==> config.mk <==
export PLATFORM = sky130hd
export DESIGN_NAME = adc_seq_ctrl
export DESIGN_NICKNAME = d
export VERILOG_FILES = /design/src/rtl/adc_seq_pkg.sv /design/src/rtl/adc_clk_div.sv /design/src/rtl/adc_conv_timer.sv /design/src/rtl/adc_seq_ctrl.sv
export SDC_FILE = /design/constraint.sdc
export NUM_CORES = 1
export LEC_CHECK = 0
export ABC_AREA = 1
export CORE_ASPECT_RATIO = 0.7
export CORE_MARGIN = 2
export CORE_UTILIZATION = 46
export DETAILED_ROUTE_END_ITERATION = 8
export PLACE_DENSITY = 0.79
export SLEW_MARGIN = 20
export SYNTH_ARGS = -nofsm -noshare
export SYNTH_HDL_FRONTEND = slang
export SYNTH_SLANG_ARGS = --single-unit
==> constraint.sdc <==
create_clock -name clk -period 2.2 [get_ports clk]
set_input_delay 0.44 -clock clk [delete_from_list [all_inputs] [get_ports clk]]
set_output_delay 0.44 -clock clk [all_outputs]
set_load 0.005 [all_outputs]
==> src/rtl/adc_seq_pkg.sv <==
package adc_seq_pkg;

    localparam int SEL_W  = 3;
    localparam int CTL_W  = 4 + SEL_W;

    typedef struct packed {
        logic             en;
        logic             start;
        logic             freerun;
        logic             flag;
        logic [SEL_W-1:0] sel;
    } ctl_word_t;

endpackage

==> src/rtl/adc_clk_div.sv <==
module adc_clk_div
    import adc_seq_pkg::*;
#(
    parameter int SW = SEL_W
) (
    input  logic          clk,
    input  logic          rst_n,
    input  logic          run,
    input  logic [SW-1:0] sel,
    output logic          tick
);
    localparam int CNT_W = 2 ** SW;

    logic [CNT_W-1:0] cnt_d, cnt_q;
    logic [SW-1:0]    shift;
    logic [CNT_W-1:0] lim;

    always_comb begin
        shift = (sel == '0) ? SW'(1) : sel;
        lim   = (CNT_W'(1) << shift) - CNT_W'(1);
        tick  = run && (cnt_q >= lim);
        cnt_d = cnt_q;
        if (!run)
            cnt_d = '0;
        else if (tick)
            cnt_d = '0;
        else
            cnt_d = cnt_q + CNT_W'(1);
    end

    always_ff @(posedge clk or negedge rst_n) begin
        if (!rst_n) cnt_q <= '0;
        else        cnt_q <= cnt_d;
    end

    assert_div_fresh_R2: assert property (@(posedge clk) disable iff (!rst_n)
        $rose(run) |-> cnt_q == '0);

endmodule

==> src/rtl/adc_conv_timer.sv <==
module adc_conv_timer #(
    parameter int SHORT_LEN = 13,
    parameter int LONG_LEN  = 25
) (
    input  logic clk,
    input  logic rst_n,
    input  logic run,
    input  logic tick,
    input  logic first,
    output logic done
);
    localparam int LEN_W = $clog2(LONG_LEN + 1);

    logic [LEN_W-1:0] tcnt_d, tcnt_q;
    logic [LEN_W-1:0] last;

    always_comb begin
        last   = first ? LEN_W'(LONG_LEN - 1) : LEN_W'(SHORT_LEN - 1);
        done   = run && tick && (tcnt_q == last);
        tcnt_d = tcnt_q;
        if (!run)
            tcnt_d = '0;
        else if (done)
            tcnt_d = '0;
        else if (tick)
            tcnt_d = tcnt_q + LEN_W'(1);
    end

    always_ff @(posedge clk or negedge rst_n) begin
        if (!rst_n) tcnt_q <= '0;
        else        tcnt_q <= tcnt_d;
    end

    assert_len_fresh_R3: assert property (@(posedge clk) disable iff (!rst_n)
        $rose(run) |-> tcnt_q == '0);

    assert_len_bound_R3: assert property (@(posedge clk) disable iff (!rst_n)
        tcnt_q <= LEN_W'(LONG_LEN - 1));

endmodule

==> src/rtl/adc_seq_ctrl.sv <==
module adc_seq_ctrl
    import adc_seq_pkg::*;
#(
    parameter int MUX_W     = 4,
    parameter int RES_W     = 10,
    parameter int SHORT_LEN = 13,
    parameter int LONG_LEN  = 25
) (
    input  logic             clk,
    input  logic             rst_n,
    input  logic             ctl_we,
    input  logic [CTL_W-1:0] ctl_wdata,
    output logic [CTL_W-1:0] ctl_rdata,
    input  logic [MUX_W-1:0] chan_sel,
    input  logic [RES_W-1:0] sample_in,
    output logic             trig_valid,
    output logic [MUX_W-1:0] trig_chan,
    output logic             irq,
    output logic [RES_W-1:0] result
);
    typedef struct packed {
        logic             en;
        logic             start;
        logic             freerun;
        logic             flag;
        logic [SEL_W-1:0] sel;
        logic             first;
        logic             trig;
        logic [MUX_W-1:0] chan;
        logic [RES_W-1:0] res;
    } seq_state_t;

    seq_state_t st_d, st_q;
    ctl_word_t  wr;
    logic       tick, done;
    logic       en_nx, en_fall, en_rise, start_req, cmpl;

    adc_clk_div #(.SW(SEL_W)) u_div (
        .clk   (clk),
        .rst_n (rst_n),
        .run   (st_q.start),
        .sel   (st_q.sel),
        .tick  (tick)
    );

    adc_conv_timer #(.SHORT_LEN(SHORT_LEN), .LONG_LEN(LONG_LEN)) u_tmr (
        .clk   (clk),
        .rst_n (rst_n),
        .run   (st_q.start),
        .tick  (tick),
        .first (st_q.first),
        .done  (done)
    );

    always_comb begin
        wr        = ctl_word_t'(ctl_wdata);
        en_nx     = ctl_we ? wr.en : st_q.en;
        en_fall   = st_q.en && !en_nx;
        en_rise   = !st_q.en && en_nx;
        cmpl      = done && en_nx;
        start_req = ctl_we && wr.start && !st_q.start && en_nx;

        st_d      = st_q;
        st_d.en   = en_nx;
        st_d.trig = 1'b0;
        if (ctl_we) begin
            st_d.freerun = wr.freerun;
            st_d.sel     = wr.sel;
        end

        if (en_fall || !en_nx)
            st_d.start = 1'b0;
        else if (cmpl)
            st_d.start = st_q.freerun;
        else if (start_req)
            st_d.start = 1'b1;

        if (en_rise)
            st_d.first = 1'b1;
        else if (cmpl)
            st_d.first = 1'b0;

        if (start_req || (cmpl && st_q.freerun)) begin
            st_d.trig = 1'b1;
            st_d.chan = chan_sel;
        end

        if (cmpl) begin
            st_d.flag = 1'b1;
            st_d.res  = sample_in;
        end else if (ctl_we && wr.flag) begin
            st_d.flag = 1'b0;
        end
    end

    always_ff @(posedge clk or negedge rst_n) begin
        if (!rst_n) st_q <= '0;
        else        st_q <= st_d;
    end

    assign ctl_rdata  = {st_q.en, st_q.start, st_q.freerun, st_q.flag, st_q.sel};
    assign trig_valid = st_q.trig;
    assign trig_chan  = st_q.chan;
    assign irq        = st_q.flag;
    assign result     = st_q.res;

    assert_start_sticky_R5: assert property (@(posedge clk) disable iff (!rst_n)
        (st_q.start && !done && !(ctl_we && !wr.en)) |=> st_q.start);

    assert_abort_clears_R6: assert property (@(posedge clk) disable iff (!rst_n)
        (ctl_we && !wr.en) |=> (!st_q.start && !st_q.trig));

    assert_trig_running_R4: assert property (@(posedge clk) disable iff (!rst_n)
        trig_valid |-> (st_q.start && st_q.en));

    assert_flag_source_R7: assert property (@(posedge clk) disable iff (!rst_n)
        $rose(st_q.flag) |-> $past(st_q.start));

endmodule

==> flow_summary.ini <==
[timing]
fin_crit_sh_pct = 97.38
timing_max_transition_violations_final = 0
fin_hold_ws_ns = 0.4901
max_freq_ghz = 0.4668
rsz0062_at_grt = true
fin_crit_ns = 2.142
setup_viol = 0
final-hold-violation-count = 0
skew_ns = 0.007938

[synthesis]
synth_top_family_by_area = simple AND/OR/NAND/NOR gates
synth_xor_area_share_pct = 2.710
synth-compound-area-share_pct = 9.290
ys_ff_latch = 36
synthMuxAreaShare_pct = 0.5806
synth.avg_cell_area_sq_um = 9.235
syn_inst = 210
yosysSeqAreaShare_pct = 46.45
synth_warnings = 0
synthAdderAreaFrac_pct = 7.742
yosys.area_share.simple_pct = 24.52
synthDistinctLibCells = 28
synth_area_sq_mm = 0.001939

[critical_path]
critPathKind = register to register
worst_setup_path_end_kind = register
path_buf_inv = 2
slowest_stage = dfrtp_1
crit_path_start_kind = register
worstPathArrival_ns = 2.33
crit_path_max_fanout = 6
cp_top_family = simple AND/OR/NAND/NOR gates
crit_chain = inv_2 > nand2_2 > ha_4 > xor2_2 > ha_1 > nand2_1 > nor2_1 > nor2_1 > nand2_1 > nand2_2 > nand2_4 > nand3_4 > clkbuf_16 > nand2_4 > o21ai_2
critPathMaxStageDelay_ns = 0.40
critPathRequiredTime_ns = 2.39

[routing]
dr.pass1.iters = 4
drc = 0
routed_wl_microns = 4313
vias_per_cell = 4.778
drt-wirelength-per-cell_microns = 13.27
drtIter0Drc = 83
vias = 1553
ant_nets = 0

[finish]
fin_util_pct = 70.61
fillers = 307
insertedDiodeCount = 0
drive_gt1_share_pct = 26.01
nets = 309
layout_commonest_cell = clkdlybuf4s50_1
area_delta_synth_final_pct = 45.42
final_cell_mix = clkdlybuf4s50_1, nand2_1, dfrtp_1

[min_path]
hp-class = register to register

[global_routing]
grt_remaining_overflow = 0
track_usage_pct = 18.28
grt_pass1_wl_microns = 6403
antenna_found_initial = 0
grt_max_degree = 37
grt_pass1_vias = 1358

[power]
power_density_mw_per_mm2 = 514.2
ir_drop_uv = 482.5
p_total_mw = 1.450
p_leak_nw = 1.345

[placement]
port_buffers = 46
place.gp.congestion = 0.7760
dp_hpwl_microns = 2931

[cts]
clock_latency_ns = 0.29
cts_root_buf = clkbuf_8
numClockSinks = 36
htree_levels = 2
cts_buffer_depth = 2
path_clk_slew_ns = 0.07
cts_tree = yes
cts_buffers = 5

[floorplan]
core_area_sq_mm = 0.003994
die_x_microns = 81.61
row_count = 19
io_pins = 47
dieArea_sq_mm = 0.004760
die_h_microns = 58.33
start_util_pct = 48.56

[run]
maxCapViolations = 0

[outcome]
status = finished clean
[cells in the mapped netlist]
master	count	share of area (%)
nand2_1	44	8.5
nand3_4	1	0.90
dfrtp_1	36	46
a21oi_1	5	1.3
nand4_1	1	0.32
nand4_4	1	1.1
o21ai_1	8	2.1
nor2_1	11	2.1
inv_2	4	0.77
nand3b_4	1	1.0
conb_1	1	0.19
o21ai_0	4	1.0
xor2_1	6	2.7
inv_1	27	5.2
and3_1	1	0.32
nand2_2	9	2.9
nor3_1	2	0.52
o21ai_2	10	4.5
nand3_1	11	2.8
mux2_2	1	0.58
buf_6	3	1.7
ha_1	12	7.7
buf_4	2	0.77
nor3b_1	1	0.39
nor2_2	2	0.65
nand2_4	2	1.2
nor2_4	3	1.7
o21a_1	1	0.39
[kinds of logic after synthesis]
family          after synthesis
xor+xnor                      6
simple gates                 90
buf+inv                      36
mux                           1
other cells                   1
flops                        36
compound gates               28
fa+ha+maj                    12
[flip-flops by register name, indices dropped and copies added, names as in the netlist]
name	cells
trig_valid	1
irq	1
u_div.cnt_q	8
ctl_rdata	6
u_tmr.tcnt_q	5
result	10
st_q	1
trig_chan	4
[worst paths after layout]
path | cells past startpoint | from | to | slack [ns]
max | 15 | ctl_rdata[2] | result[4] | 0.06
min | 2 | result[8] | result[8] | 0.49
max reg2reg | 15 | ctl_rdata[2] | result[4] | 0.06
min reg2reg | 2 | result[8] | result[8] | 0.49
max in group asynchronous | 2 | rst_n | result[0] | 1.31
min in group asynchronous | 2 | rst_n | u_div.cnt_q[0] | 0.57
[through the flow]
step / std cells / worst slack (ns) / setup TNS (ns) / instance area (sq um)
3_3_place_gp: 311 / 0.1286 / 0 / 2481
5_1_grt: 325 / -0.1192 / -1.786 / 2820
3_5_place_dp: 311 / 0.07385 / 0 / 2481
2_1_floorplan: 212 / 0.1431 / 0 / 1947
6_report: 325 / 0.05765 / 0 / 2820
4_1_cts: 318 / 0.05996 / 0 / 2577
[worst register-to-register path, stage by stage, from the launching register on]
cell	delay (ns)
dfrtp_1	0.40
inv_2	0.08
nand2_2	0.06
ha_4	0.16
xor2_2	0.14
ha_1	0.27
nand2_1	0.06
nor2_1	0.09
nor2_1	0.05
nand2_1	0.07
nand2_2	0.06
nand2_4	0.12
nand3_4	0.15
clkbuf_16	0.22
nand2_4	0.06
o21ai_2	0.04
[per-layer routing]
layer | up-vias | share of wire, % | track usage (%)
li1 | 784 | - | -
met1 | 719 | 46 | 25.65
met2 | 44 | 46 | 26.81
met3 | 6 | 7.3 | 6.902
met4 | 0 | 0.97 | 5.000
met5 | - | 0 | 0
[where the power goes]
group	switching, mW	leakage [nW]	internal, mW
clock	0.224	0.0503	0.279
sequential	0.0222	0.481	0.687
combinational	0.108	0.813	0.130
[layout make-up]
class                           instances  area, sq um  share of cell area, %
Clock buffer                            7        96.34                  3.416
Inverter                               31        118.9                  4.215
Multi-Input combinational cell        140         1018                  36.11
Sequential cell                        36        900.9                  31.94
Tap cell                               52        65.06                  2.307
Timing Repair Buffer                   59        620.6                  22.01
[timing repair]
action / CTS / global route
endpoints found under the setup margin: 0 / 26
hold buffers: 0 / 0
buffers inserted: 0 / 4
resized for setup: 0 / 35
Note: power is estimated with default switching activity, not from simulation.
